==> src/rtl/cim_pkg.sv <==
package cim_pkg;

    // Access kind used in the versioned layout
    typedef enum logic [1:0] {
        ACC_NEW  = 2'd0,
        ACC_OLD  = 2'd1,
        ACC_BOTH = 2'd2,
        ACC_NONE = 2'd3
    } acc_e;

    // Layout controller states
    typedef enum logic [1:0] {
        ST_GEN      = 2'd0,
        ST_VER      = 2'd1,
        ST_PEND_VER = 2'd2,
        ST_PEND_GEN = 2'd3
    } mstate_e;

endpackage

==> src/rtl/cim_mode_fsm.sv <==
module cim_mode_fsm
    import cim_pkg::*;
(
    input  logic clk,
    input  logic rst_n,
    input  logic req_valid,
    input  logic req_target,
    input  logic priv,
    input  logic flush_done,
    output logic ver_mode,
    output logic busy
);

    mstate_e state_q, state_d;
    logic    cur_layout;
    logic    want_change;

    assign cur_layout  = (state_q == ST_VER) || (state_q == ST_PEND_GEN);
    assign want_change = req_valid && priv && (req_target != cur_layout);

    // next-state logic
    always_comb begin
        state_d = state_q;
        unique case (state_q)
            ST_GEN: begin
                if (want_change) begin
                    state_d = flush_done ? ST_VER : ST_PEND_VER;
                end
            end
            ST_VER: begin
                if (want_change) begin
                    state_d = flush_done ? ST_GEN : ST_PEND_GEN;
                end
            end
            ST_PEND_VER: begin
                if (flush_done) begin
                    state_d = ST_VER;
                end
            end
            ST_PEND_GEN: begin
                if (flush_done) begin
                    state_d = ST_GEN;
                end
            end
        endcase
    end

    // state register
    always_ff @(posedge clk) begin
        if (!rst_n) begin
            state_q <= ST_GEN;
        end else begin
            state_q <= state_d;
        end
    end

    // outputs
    always_comb begin
        ver_mode = 1'b0;
        busy     = 1'b0;
        unique case (state_q)
            ST_GEN:      begin ver_mode = 1'b0; busy = 1'b0; end
            ST_VER:      begin ver_mode = 1'b1; busy = 1'b0; end
            ST_PEND_VER: begin ver_mode = 1'b0; busy = 1'b1; end
            ST_PEND_GEN: begin ver_mode = 1'b1; busy = 1'b1; end
        endcase
    end

endmodule

==> src/rtl/cim_addr_map.sv <==
module cim_addr_map
    import cim_pkg::*;
#(
    parameter int ADDR_W = 48,
    parameter int OFF_W  = 6,
    parameter int IDX_W  = 8,
    parameter int ROW_W  = IDX_W - 1,
    parameter int TAG_W  = ADDR_W - OFF_W - ROW_W
) (
    input  logic              ver_mode,
    input  logic [ADDR_W-1:0] addr,
    input  logic [1:0]        acc_type,
    output logic [IDX_W-1:0]  tag_idx,
    output logic [TAG_W-1:0]  tag,
    output logic [ROW_W-1:0]  row,
    output logic              wl_up,
    output logic              wl_lo
);

    logic [IDX_W-1:0] set_idx;
    acc_e             kind;

    assign set_idx = addr[OFF_W +: IDX_W];
    assign tag     = addr[ADDR_W-1 -: TAG_W];
    assign kind    = acc_e'(acc_type);

    always_comb begin
        if (!ver_mode) begin
            // neighbouring sets share a row; low index bit picks the copy
            tag_idx = set_idx;
            row     = set_idx[IDX_W-1:1];
            wl_up   = ~set_idx[0];
            wl_lo   = set_idx[0];
        end else begin
            // half the sets; top index bit dropped
            tag_idx = {1'b0, set_idx[IDX_W-2:0]};
            row     = set_idx[ROW_W-1:0];
            unique case (kind)
                ACC_NEW:  begin wl_up = 1'b1; wl_lo = 1'b0; end
                ACC_OLD:  begin wl_up = 1'b0; wl_lo = 1'b1; end
                ACC_BOTH: begin wl_up = 1'b1; wl_lo = 1'b1; end
                ACC_NONE: begin wl_up = 1'b0; wl_lo = 1'b0; end
            endcase
        end
    end

endmodule

==> src/rtl/cim_out_stage.sv <==
module cim_out_stage #(
    parameter int IDX_W = 8,
    parameter int ROW_W = 7,
    parameter int TAG_W = 35
) (
    input  logic             clk,
    input  logic             rst_n,
    input  logic             in_valid,
    input  logic [IDX_W-1:0] tag_idx_d,
    input  logic [TAG_W-1:0] tag_d,
    input  logic [ROW_W-1:0] row_d,
    input  logic             wl_up_d,
    input  logic             wl_lo_d,
    output logic             out_valid,
    output logic [IDX_W-1:0] out_tag_idx,
    output logic [TAG_W-1:0] out_tag,
    output logic [ROW_W-1:0] out_row,
    output logic             out_wl_up,
    output logic             out_wl_lo
);

    always_ff @(posedge clk) begin
        if (!rst_n || !in_valid) begin
            out_valid   <= 1'b0;
            out_tag_idx <= '0;
            out_tag     <= '0;
            out_row     <= '0;
            out_wl_up   <= 1'b0;
            out_wl_lo   <= 1'b0;
        end else begin
            out_valid   <= 1'b1;
            out_tag_idx <= tag_idx_d;
            out_tag     <= tag_d;
            out_row     <= row_d;
            out_wl_up   <= wl_up_d;
            out_wl_lo   <= wl_lo_d;
        end
    end

endmodule

==> src/rtl/cache_index_mapper.sv <==
module cache_index_mapper #(
    parameter int ADDR_W     = 48,
    parameter int LINE_BYTES = 64,
    parameter int NUM_SETS   = 256
) (
    input  logic                                            clk,
    input  logic                                            rst_n,
    input  logic                                            in_valid,
    input  logic [ADDR_W-1:0]                               addr,
    input  logic [1:0]                                      acc_type,
    input  logic                                            mode_req_valid,
    input  logic                                            mode_req_target,
    input  logic                                            priv,
    input  logic                                            flush_done,
    output logic                                            out_valid,
    output logic [$clog2(NUM_SETS)-1:0]                     out_tag_idx,
    output logic [ADDR_W-$clog2(LINE_BYTES)-$clog2(NUM_SETS):0] out_tag,
    output logic [$clog2(NUM_SETS)-2:0]                     out_row,
    output logic                                            out_wl_up,
    output logic                                            out_wl_lo,
    output logic                                            ver_mode,
    output logic                                            busy
);

    localparam int OFF_W = $clog2(LINE_BYTES);
    localparam int IDX_W = $clog2(NUM_SETS);
    localparam int ROW_W = IDX_W - 1;
    localparam int TAG_W = ADDR_W - OFF_W - ROW_W;

    logic [IDX_W-1:0] map_idx;
    logic [TAG_W-1:0] map_tag;
    logic [ROW_W-1:0] map_row;
    logic             map_up;
    logic             map_lo;

    cim_mode_fsm u_fsm (
        .clk        (clk),
        .rst_n      (rst_n),
        .req_valid  (mode_req_valid),
        .req_target (mode_req_target),
        .priv       (priv),
        .flush_done (flush_done),
        .ver_mode   (ver_mode),
        .busy       (busy)
    );

    cim_addr_map #(
        .ADDR_W (ADDR_W),
        .OFF_W  (OFF_W),
        .IDX_W  (IDX_W),
        .ROW_W  (ROW_W),
        .TAG_W  (TAG_W)
    ) u_map (
        .ver_mode (ver_mode),
        .addr     (addr),
        .acc_type (acc_type),
        .tag_idx  (map_idx),
        .tag      (map_tag),
        .row      (map_row),
        .wl_up    (map_up),
        .wl_lo    (map_lo)
    );

    cim_out_stage #(
        .IDX_W (IDX_W),
        .ROW_W (ROW_W),
        .TAG_W (TAG_W)
    ) u_out (
        .clk         (clk),
        .rst_n       (rst_n),
        .in_valid    (in_valid),
        .tag_idx_d   (map_idx),
        .tag_d       (map_tag),
        .row_d       (map_row),
        .wl_up_d     (map_up),
        .wl_lo_d     (map_lo),
        .out_valid   (out_valid),
        .out_tag_idx (out_tag_idx),
        .out_tag     (out_tag),
        .out_row     (out_row),
        .out_wl_up   (out_wl_up),
        .out_wl_lo   (out_wl_lo)
    );

endmodule

==> config.mk <==
export PLATFORM = sky130hd
export DESIGN_NAME = cache_index_mapper
export DESIGN_NICKNAME = d
export VERILOG_FILES = /design/src/rtl/cim_pkg.sv /design/src/rtl/cim_mode_fsm.sv /design/src/rtl/cim_addr_map.sv /design/src/rtl/cim_out_stage.sv /design/src/rtl/cache_index_mapper.sv
export SDC_FILE = /design/constraint.sdc
export NUM_CORES = 1
export LEC_CHECK = 0
export ABC_CLOCK_PERIOD_IN_PS = 1300
export BUFFER_PORTS_ARGS = -buffer_cell sky130_fd_sc_hd__buf_2
export CAP_MARGIN = 20
export CORE_ASPECT_RATIO = 0.6
export CORE_MARGIN = 10
export CORE_UTILIZATION = 43
export DETAILED_ROUTE_END_ITERATION = 7
export PLACE_DENSITY_LB_ADDON = 0.2
export SYNTH_ARGS = -nofsm -noshare
export SYNTH_HDL_FRONTEND = slang
export SYNTH_SLANG_ARGS = --single-unit
==> constraint.sdc <==
create_clock -name clk -period 1.3 [get_ports clk]
set_input_delay 0.195 -clock clk [delete_from_list [all_inputs] [get_ports clk]]
set_output_delay 0.195 -clock clk [all_outputs]
set_load 0.01 [all_outputs]
* Word level (Yosys, flattened, before mapping)
Cells that the tools add are included.
** Operators by class
- Bitwise logic cells :: 1
- Reduce and logical (&&, ||, !) cells :: 18
- Mux-type cells :: 15
- Equality and inequality tests :: 11
** Operators with widths (number)
- $reduce_or 2->1 :: 9
- $mux 2 :: 6
- $eq 2x2->1 const B :: 4
- $pmux 1 s2 :: 4
- $pmux 2 s4 :: 1
- $mux 7 :: 1
- $eq 2x1->1 const B :: 2
- $logic_not 2->1 :: 2
- $ne 2x1->1 const B :: 2
- $ne 2x2->1 const B :: 2
- $reduce_and 4->1 :: 1
- $mux 1 :: 3
- $logic_and 1x1->1 :: 2
- $logic_not 1->1 :: 2
- $logic_or 1x1->1 :: 2
- $ne 1x1->1 :: 1
- $not 1->1 :: 1
** Storage, ports and cells
- Flip-flop bits (word level) :: 55
- Bits of input ports :: 57
- Output and inout bits :: 55
- Logic and storage cells :: 53

* Longest topological paths before layout
Gate-level depths: netlist (run 1).
- Word-level depth :: 6
- Mapped depth :: 5

* Modules after synthesis
From an unflattened synthesis (run 1), not the netlist that was laid out.
** Second synthesis, totals
- Cell total of the unflattened synthesis :: 183
- Area total of the unflattened synthesis :: 2067.0 um^2
** Modules (own cells, without submodules)
- cim_out_stage :: instances 1, cells an instance 116, sequential area each 1061.0 um^2, area an instance 1496.4 um^2
- cim_addr_map :: instances 1, cells an instance 55, sequential area each 0.0 um^2, area an instance 459.2 um^2
- cim_mode_fsm :: instances 1, cells an instance 12, sequential area each 40.0 um^2, area an instance 111.4 um^2

* Least setup slack after synthesis (run 1)
OpenSTA, ideal clock, no wires.
- Path kind :: register to register
- From :: reg u_fsm.state_q[0]
- To :: reg u_fsm.state_q[0]
- Path slack :: 415 ps
- Setup time :: 58 ps
- Data required time :: 1242 ps
- Stages on the path, launching flop included :: 4
- Data arrival time :: 827 ps
- Cell sequence :: dfxtp_1 -> a21bo_2 -> a21oi_1 -> o21a_1
** On the way
- Longest elaborated chain between the ends :: 6
** Ends and longest elaborated chain
- start: declaration :: line cim_mode_fsm.sv:14 : mstate_e state_q, state_d;
- start signal: assignment :: line cim_mode_fsm.sv:53 : state_q <= state_d;
- $eq 2x1->1 / $eq 2x2->1 (equally long branches) :: line cim_mode_fsm.sv:18, cim_mode_fsm.sv:24
- $logic_or 1x1->1 :: line cim_mode_fsm.sv:18 : assign cur_layout = (state_q == ST_VER) || (state_q == ST_PEND_GEN);
- $ne 1x1->1 :: line cim_mode_fsm.sv:19 : assign want_change = req_valid && priv && (req_target != cur_layout);
- $logic_and 1x1->1 :: line cim_mode_fsm.sv:19
- $ne 2x1->1 (no source line)
- $reduce_and 4->1 (no source line)
Several ways; a longest one is shown, not always the timed one.
A chain may end at the register's enable or synchronous reset.

* Worst setup path in the final report (run 1)
- From :: reg u_fsm.state_q[0]
- To :: out ver_mode
** On the way
- Longest elaborated chain between the ends :: 3
** Ends and longest elaborated chain
- $eq 2x2->1 (tied with other cells) :: line cim_mode_fsm.sv:61 : unique case (state_q)
- $reduce_or 2->1 (no source line)
- $pmux 1 s2 * :: line cim_mode_fsm.sv:61
- end: declaration :: line cache_index_mapper.sv:21 : output logic ver_mode,
Mark *: on every way between the ends. The rest lies on a longest branch, timed or not.

==> results of run 1 <==
## stage by stage
step | std cells | total power (µW) | area, µm² | setup WS [ps]
2_1_floorplan | 144 | 1969 | 1655 | 415.3
3_3_place_gp | 289 | 2145 | 2223 | 288.4
3_5_place_dp | 289 | 2151 | 2223 | 275.4
4_1_cts | 296 | 3209 | 2326 | 231.6
5_1_grt | 296 | 3329 | 2326 | 159.3
6_report | 296 | 3175 | 2326 | 250.9
## final timing paths
kind	slack [ps]	startpoint	to	depth (start not counted)
worst max-delay path	250	u_fsm.state_q[0]$_SDFFE_PN0P_	ver_mode	1
worst min register to register	590	u_fsm.state_q[1]$_SDFFE_PN0P_	u_fsm.state_q[0]$_SDFFE_PN0P_	2
worst max register to register	260	u_fsm.state_q[0]$_SDFFE_PN0P_	u_fsm.state_q[0]$_SDFFE_PN0P_	4
worst min-delay path	110	flush_done	u_fsm.state_q[1]$_SDFFE_PN0P_	2
## state kept, by name (all words and copies together), names as in the netlist
name and cells:
u_out.out_wl_up 1, u_out.out_wl_lo 1, u_fsm.state_q 2, u_out.out_tag_idx 8, u_out.out_valid 1, u_out.out_tag 35
u_out.out_row 7
## layout make-up
type	count	share of cell area [%]
clock inverter	1	1.291
tap	47	2.528
sequential	55	47.34
inverter	3	0.4841
clock buffer	6	3.120
timing repair buffer	110	24.21
multi-input combinational	74	21.03
## power by group
part	switching [µW]	leakage (µW)	total (µW)	internal, µW
sequential	17.8	0.000452	1770	1760
clock	504	0.0000513	1070	565
combinational	169	0.000834	333	164
total	691	0.00134	3180	2480
## kinds of logic after synthesis
family          Yosys count  share of synthesized area [%]
xor+xnor                  1                         0.5292
compound gates            7                          2.797
flops                    55                          66.52
mux                       7                          4.233
fa+ha+maj                 2                          1.511
simple gates             57                          20.48
buf+inv                  15                          3.930
## metal layers
metal	global-route usage [%]	part of all wire [%]	vias up
li1	-	-	689
met1	13.76	43	601
met5	0	0	-
met2	19.61	43	59
met4	4.737	0.43	0
met3	8.643	14	4
## cells in the final DEF (no fill, tap or decap), types with 2 or more instances in the layout
master    Yosys  final
ha_1          2      2
mux2i_1       7      7
a21oi_1       2      2
dfxtp_1      55     55
nor2_1       10     10
and3_1       42     42
clkbuf_8      0      5
buf_2         1    105
buf_4         0      5
inv_1         3      3
==> out/results.ini, run 1 <==
[yosys]
yosysMostFrequentCell = dfxtp_1
synth_edf_count = 0
synth_cell_type_count = 21
yosysTopAreaCell = dfxtp_1
syn-num-nets = 203
netlist.area_leader.share_pct = 66.52
synth.top_cells.by_count = 55 x dfxtp_1, 42 x and3_1, 10 x clkbuf_1, 10 x nor2_1, 7 x mux2i_1
synth-main-ff-cell = dfxtp_1
synth_area_leaders = dfxtp_1 67%, and3_1 16%, mux2i_1 4.2%, clkbuf_1 2.3%, nor2_1 2.3%
seq_area_frac_synth_pct = 66.52
async_flop_share_pct = 0
avgSynthCellArea_um2 = 11.50
synth_area_um2 = 1655
synthCells = 144
ys_ff_latch = 55
synth_warnings = 0

[power_and_ir_drop]
p_leak_uw = 0.001338
peakVddDrop_v = 0.0009806
pwr_density_cell_nw_per_um2 = 1365

[cts]
clock_sinks = 55
htreeDepth = 2
cts_setup_buffers = 0
cts_hold_buf = 0
clk_path_buf_depth = 2
cts_tree = done
numCtsBuffers = 5
root_buffer = clkbuf_8
ctsResizeCount = 0
cts.reportedPaths.clkPinSlew_ps = 90
clk_latency_ps = 300

[final_layout]
final_layout_size_suffix_gt1_share_pct = 47.79
area_growth_pct = 40.51
fin_util_pct = 63.21
final_nets = 308
multi_input_area_um2 = 489.2
final-seq-area_um2 = 1101
nFillCells = 320
diodes = 0

[detailed_routing]
drt_wl_total_um = 4444
via_count = 1353
wl_per_cell_um = 15.01
drcViolationCount = 0
vias_per_cell = 4.571
first_iter_violations = 44
first_pass_iters = 4
ant_nets = 0

[die]
start_util_pct = 44.98
dieWidth_um = 100.1
die-area_um2 = 6813
dieHeight_um = 68.06
io_pins = 112
row_count = 17
core_region_area_um2 = 3680

[sta]
report.final.slew_viol_count = 0
finalHoldViolCount = 0
tightest_slew_ps = 237.4
finalCritPeriodShare_pct = 80.70
holdWs_ps = 106.4
finalSetupViolCount = 0
rsz0062_at_grt = no
setup_tns_ps = 0
slew_headroom_pct = 84.17
fin_skew_ps = 5.902
fin_crit_ps = 1049
clock.fmax_mhz = 953.2

[setup_path]
crit_arrival_ps = 850
critical-path-top-delay-family = flip-flops
path_max_fanout = 5
crit_chain = buf_2
critPathSlowestCell = dfxtp_1
cp.required_ps = 1110
critPathKind = reg2out
cp_num_buf_inv = 1
start_kind = flop
cp_slowest_stage_delay_ps = 400
end_kind = output pin

[placement]
globalplace.congestion = 0.7367
portBuffers = 105
dpl.hpwl_um = 3504

[outcome]
status = complete, no violations

[global_routing]
grt.total_usage_pct = 12.70
grt_pass1_wl_um = 6865
grt-ovfl-total = 0
grt_start_max_net_pins = 32
antenna_found_initial = 0
grt_pass1_vias = 1401

[hold_path]
hold_class = in2reg

[flow_run]
drv_cap = 0

Power figures use the tool's default switching activity.
==> run 2, diff against run 1 <==
--- a/config.mk
+++ b/config.mk
@@ -5,12 +5,12 @@
 export SDC_FILE = /design/constraint.sdc
 export NUM_CORES = 1
 export LEC_CHECK = 0
-export ABC_CLOCK_PERIOD_IN_PS = 1300
+export ABC_CLOCK_PERIOD_IN_PS = 1100
 export BUFFER_PORTS_ARGS = -buffer_cell sky130_fd_sc_hd__buf_2
 export CAP_MARGIN = 20
 export CORE_ASPECT_RATIO = 0.6
 export CORE_MARGIN = 10
-export CORE_UTILIZATION = 43
+export CORE_UTILIZATION = 40
 export DETAILED_ROUTE_END_ITERATION = 7
 export PLACE_DENSITY_LB_ADDON = 0.2
 export SYNTH_ARGS = -nofsm -noshare
==> constraint.sdc (replaced) <==
create_clock -name clk -period 1.1 [get_ports clk]
set_input_delay 0.165 -clock clk [delete_from_list [all_inputs] [get_ports clk]]
set_output_delay 0.165 -clock clk [all_outputs]
set_load 0.01 [all_outputs]
==> run 2 against run 1 <==
  * Sequential power is 19% higher
  * Critical path depth is the same
  * Combinational power grew 18%
  * Utilization fell by 2.0 points
==> out/results.ini, run 2 (synthesized netlist as in run 1, its figures left out) <==
[outcome]
status = complete, no violations

[setup_path]
critPathSlowestCell = dfxtp_1
r2r-start = u_fsm.state_q[0]$_SDFFE_PN0P_
crit_chain = buf_2
start_kind = flop
r2r_cells = 3  ; -1
critPathKind = reg2out
path_max_fanout = 4  ; -1
cp_num_buf_inv = 1  ; unchanged
crit_start = u_fsm.state_q[1]$_SDFFE_PN0P_
critical-path-top-delay-family = flip-flops
crit_arrival_ps = 830  ; -20 ps
end_kind = output pin
cp.required_ps = 940  ; -170 ps
cp_slowest_stage_delay_ps = 380  ; -20 ps
r2r_slack_ps = 150  ; -110 ps
reg2reg_to = u_out.out_row[5]$_SDFF_PN0_

[final_layout]
final-instance-count-excl-fill = 297  ; +0.34%
final-seq-area_um2 = 1102  ; +0.11%
multi_input_area_um2 = 489.2  ; unchanged
nFillCells = 344  ; +7.5%
final_layout_size_suffix_gt1_share_pct = 48.80  ; +1.0 points
layout_common_cells = 105 x buf_2, 54 x dfxtp_1, 42 x and3_1
diodes = 0  ; unchanged
area_growth_pct = 41.50
top_register = u_out.out_tag
final_common_cell = buf_2
reg_top3 = u_out.out_tag (35), u_out.out_tag_idx (8), u_out.out_row (7)
largest_register_ffs = 35  ; unchanged
final_nets = 308  ; unchanged

[sta]
fin_crit_ps = 995.2
rsz0062_at_grt = no
finalCritPeriodShare_pct = 90.47
fin_skew_ps = 3.573  ; -2.330 ps
tightest_slew_ps = 207.6  ; -29.78 ps
clock.fmax_mhz = 1005
report.final.slew_viol_count = 0  ; unchanged
slew_headroom_pct = 86.16  ; +2.0 points
finalHoldViolCount = 0  ; unchanged
finalSetupViolCount = 0  ; unchanged
setup_tns_ps = 0  ; unchanged

[placement]
globalplace.congestion = 0.7427  ; +0.81%
dpl.hpwl_um = 3584  ; +2.3%
place_inst = 289  ; unchanged
portBuffers = 105  ; unchanged

[cts]
cts_hold_buf = 0  ; unchanged
ctsResizeCount = 0  ; unchanged
numCtsBuffers = 5  ; unchanged
htreeDepth = 2  ; unchanged
clk_path_buf_depth = 2  ; unchanged
cts_setup_buffers = 0  ; unchanged
clk_latency_ps = 300  ; about the same
clock_sinks = 55  ; unchanged
cts.reportedPaths.clkPinSlew_ps = 90  ; about the same
cts_tree = done
root_buffer = clkbuf_8

[global_routing]
grt_pass1_wl_um = 7258  ; +5.7%
grt_pass1_vias = 1504  ; +7.4%
grt-ovfl-total = 0  ; unchanged
grt.total_usage_pct = 12.72  ; +0.024 points
antenna_found_initial = 0  ; unchanged
grt_start_max_net_pins = 29  ; -9.4%

[hold_path]
holdPathStages = 2  ; unchanged
hold_start = flush_done
hold_class = in2reg
hold_end = u_fsm.state_q[1]$_SDFFE_PN0P_

[power_and_ir_drop]
power_uw = 3831  ; +21%
peakVddDrop_v = 0.0008026  ; -18%
p_leak_uw = 0.001348  ; +0.77%
pwr_density_cell_nw_per_um2 = 1636  ; +20%

[die]
dieHeight_um = 69.83  ; +2.6%
core_region_area_um2 = 3829  ; +4.0%
row_count = 17  ; unchanged
io_pins = 112  ; unchanged
start_util_pct = 43.24  ; -1.7 points
die-area_um2 = 7196  ; +5.6%
dieWidth_um = 103.1  ; +2.9%

[detailed_routing]
first_iter_violations = 38  ; -14%
first_pass_iters = 4  ; unchanged
wl_per_cell_um = 15.43  ; +2.8%
vias_per_cell = 4.532  ; -0.85%
via_count = 1346  ; -0.52%
drt_wl_total_um = 4584  ; +3.2%
drcViolationCount = 0  ; unchanged
ant_nets = 0  ; unchanged

[flow_run]
drv_cap = 0  ; unchanged

## run 2: cell types whose count changed in the layout (fill, tap and decap cells not counted), sizes merged
cell    change
clkinv      +1
## run 2: per-stage QoR
| step | utilization, % | worst slack (ps) | area (µm²) | hold slack, ps |
|---|---|---|---|---|
| 2_1_floorplan | - | 215.3 | 1655 | 234.5 |
| 6_report | 61.18 | 104.8 | 2342 | 71.66 |
| 3_3_place_gp | 58.07 | 121.7 | 2223 | 387.6 |
| 3_5_place_dp | 58.07 | 106.7 | 2223 | 380.9 |
| 4_1_cts | 61.14 | 45.93 | 2341 | 57.20 |
| 5_1_grt | 61.18 | 43.61 | 2342 | 62.70 |
## run 2: worst max path at each step
stage               slack (ps)  depth (start not counted)                       endpoint
floorplan                  220                          3  u_fsm.state_q[0]$_SDFFE_PN0P_
global placement           120                          3    u_out.out_row[1]$_SDFF_PN0_
detailed placement         110                          3    u_out.out_row[3]$_SDFF_PN0_
CTS                         50                          1                       ver_mode
global route                40                          1                           busy
finish                     100                          1                           busy
## run 2: layer usage
metal / track usage [%] / wire, µm
met2: 18.62 / 1930
met5: 0 / 0
met1: 14.53 / 1994
met3: 7.738 / 602
met4: 5.175 / 57
## run 2: power breakdown
part | leakage (µW) | switching [µW] | internal [µW]
sequential | 0.000452 | 22.3 | 2070
combinational | 0.000834 | 199 | 194
clock | 0.0000612 | 604 | 737
## run 2: area by class of cell
class	count	share of cell area (%)
timing repair buffer	110	24.04
inverter	3	0.4808
sequential	55	47.06
clock buffer	6	3.526
multi-input combinational	74	20.89
tap	47	2.511
clock inverter	2	1.496
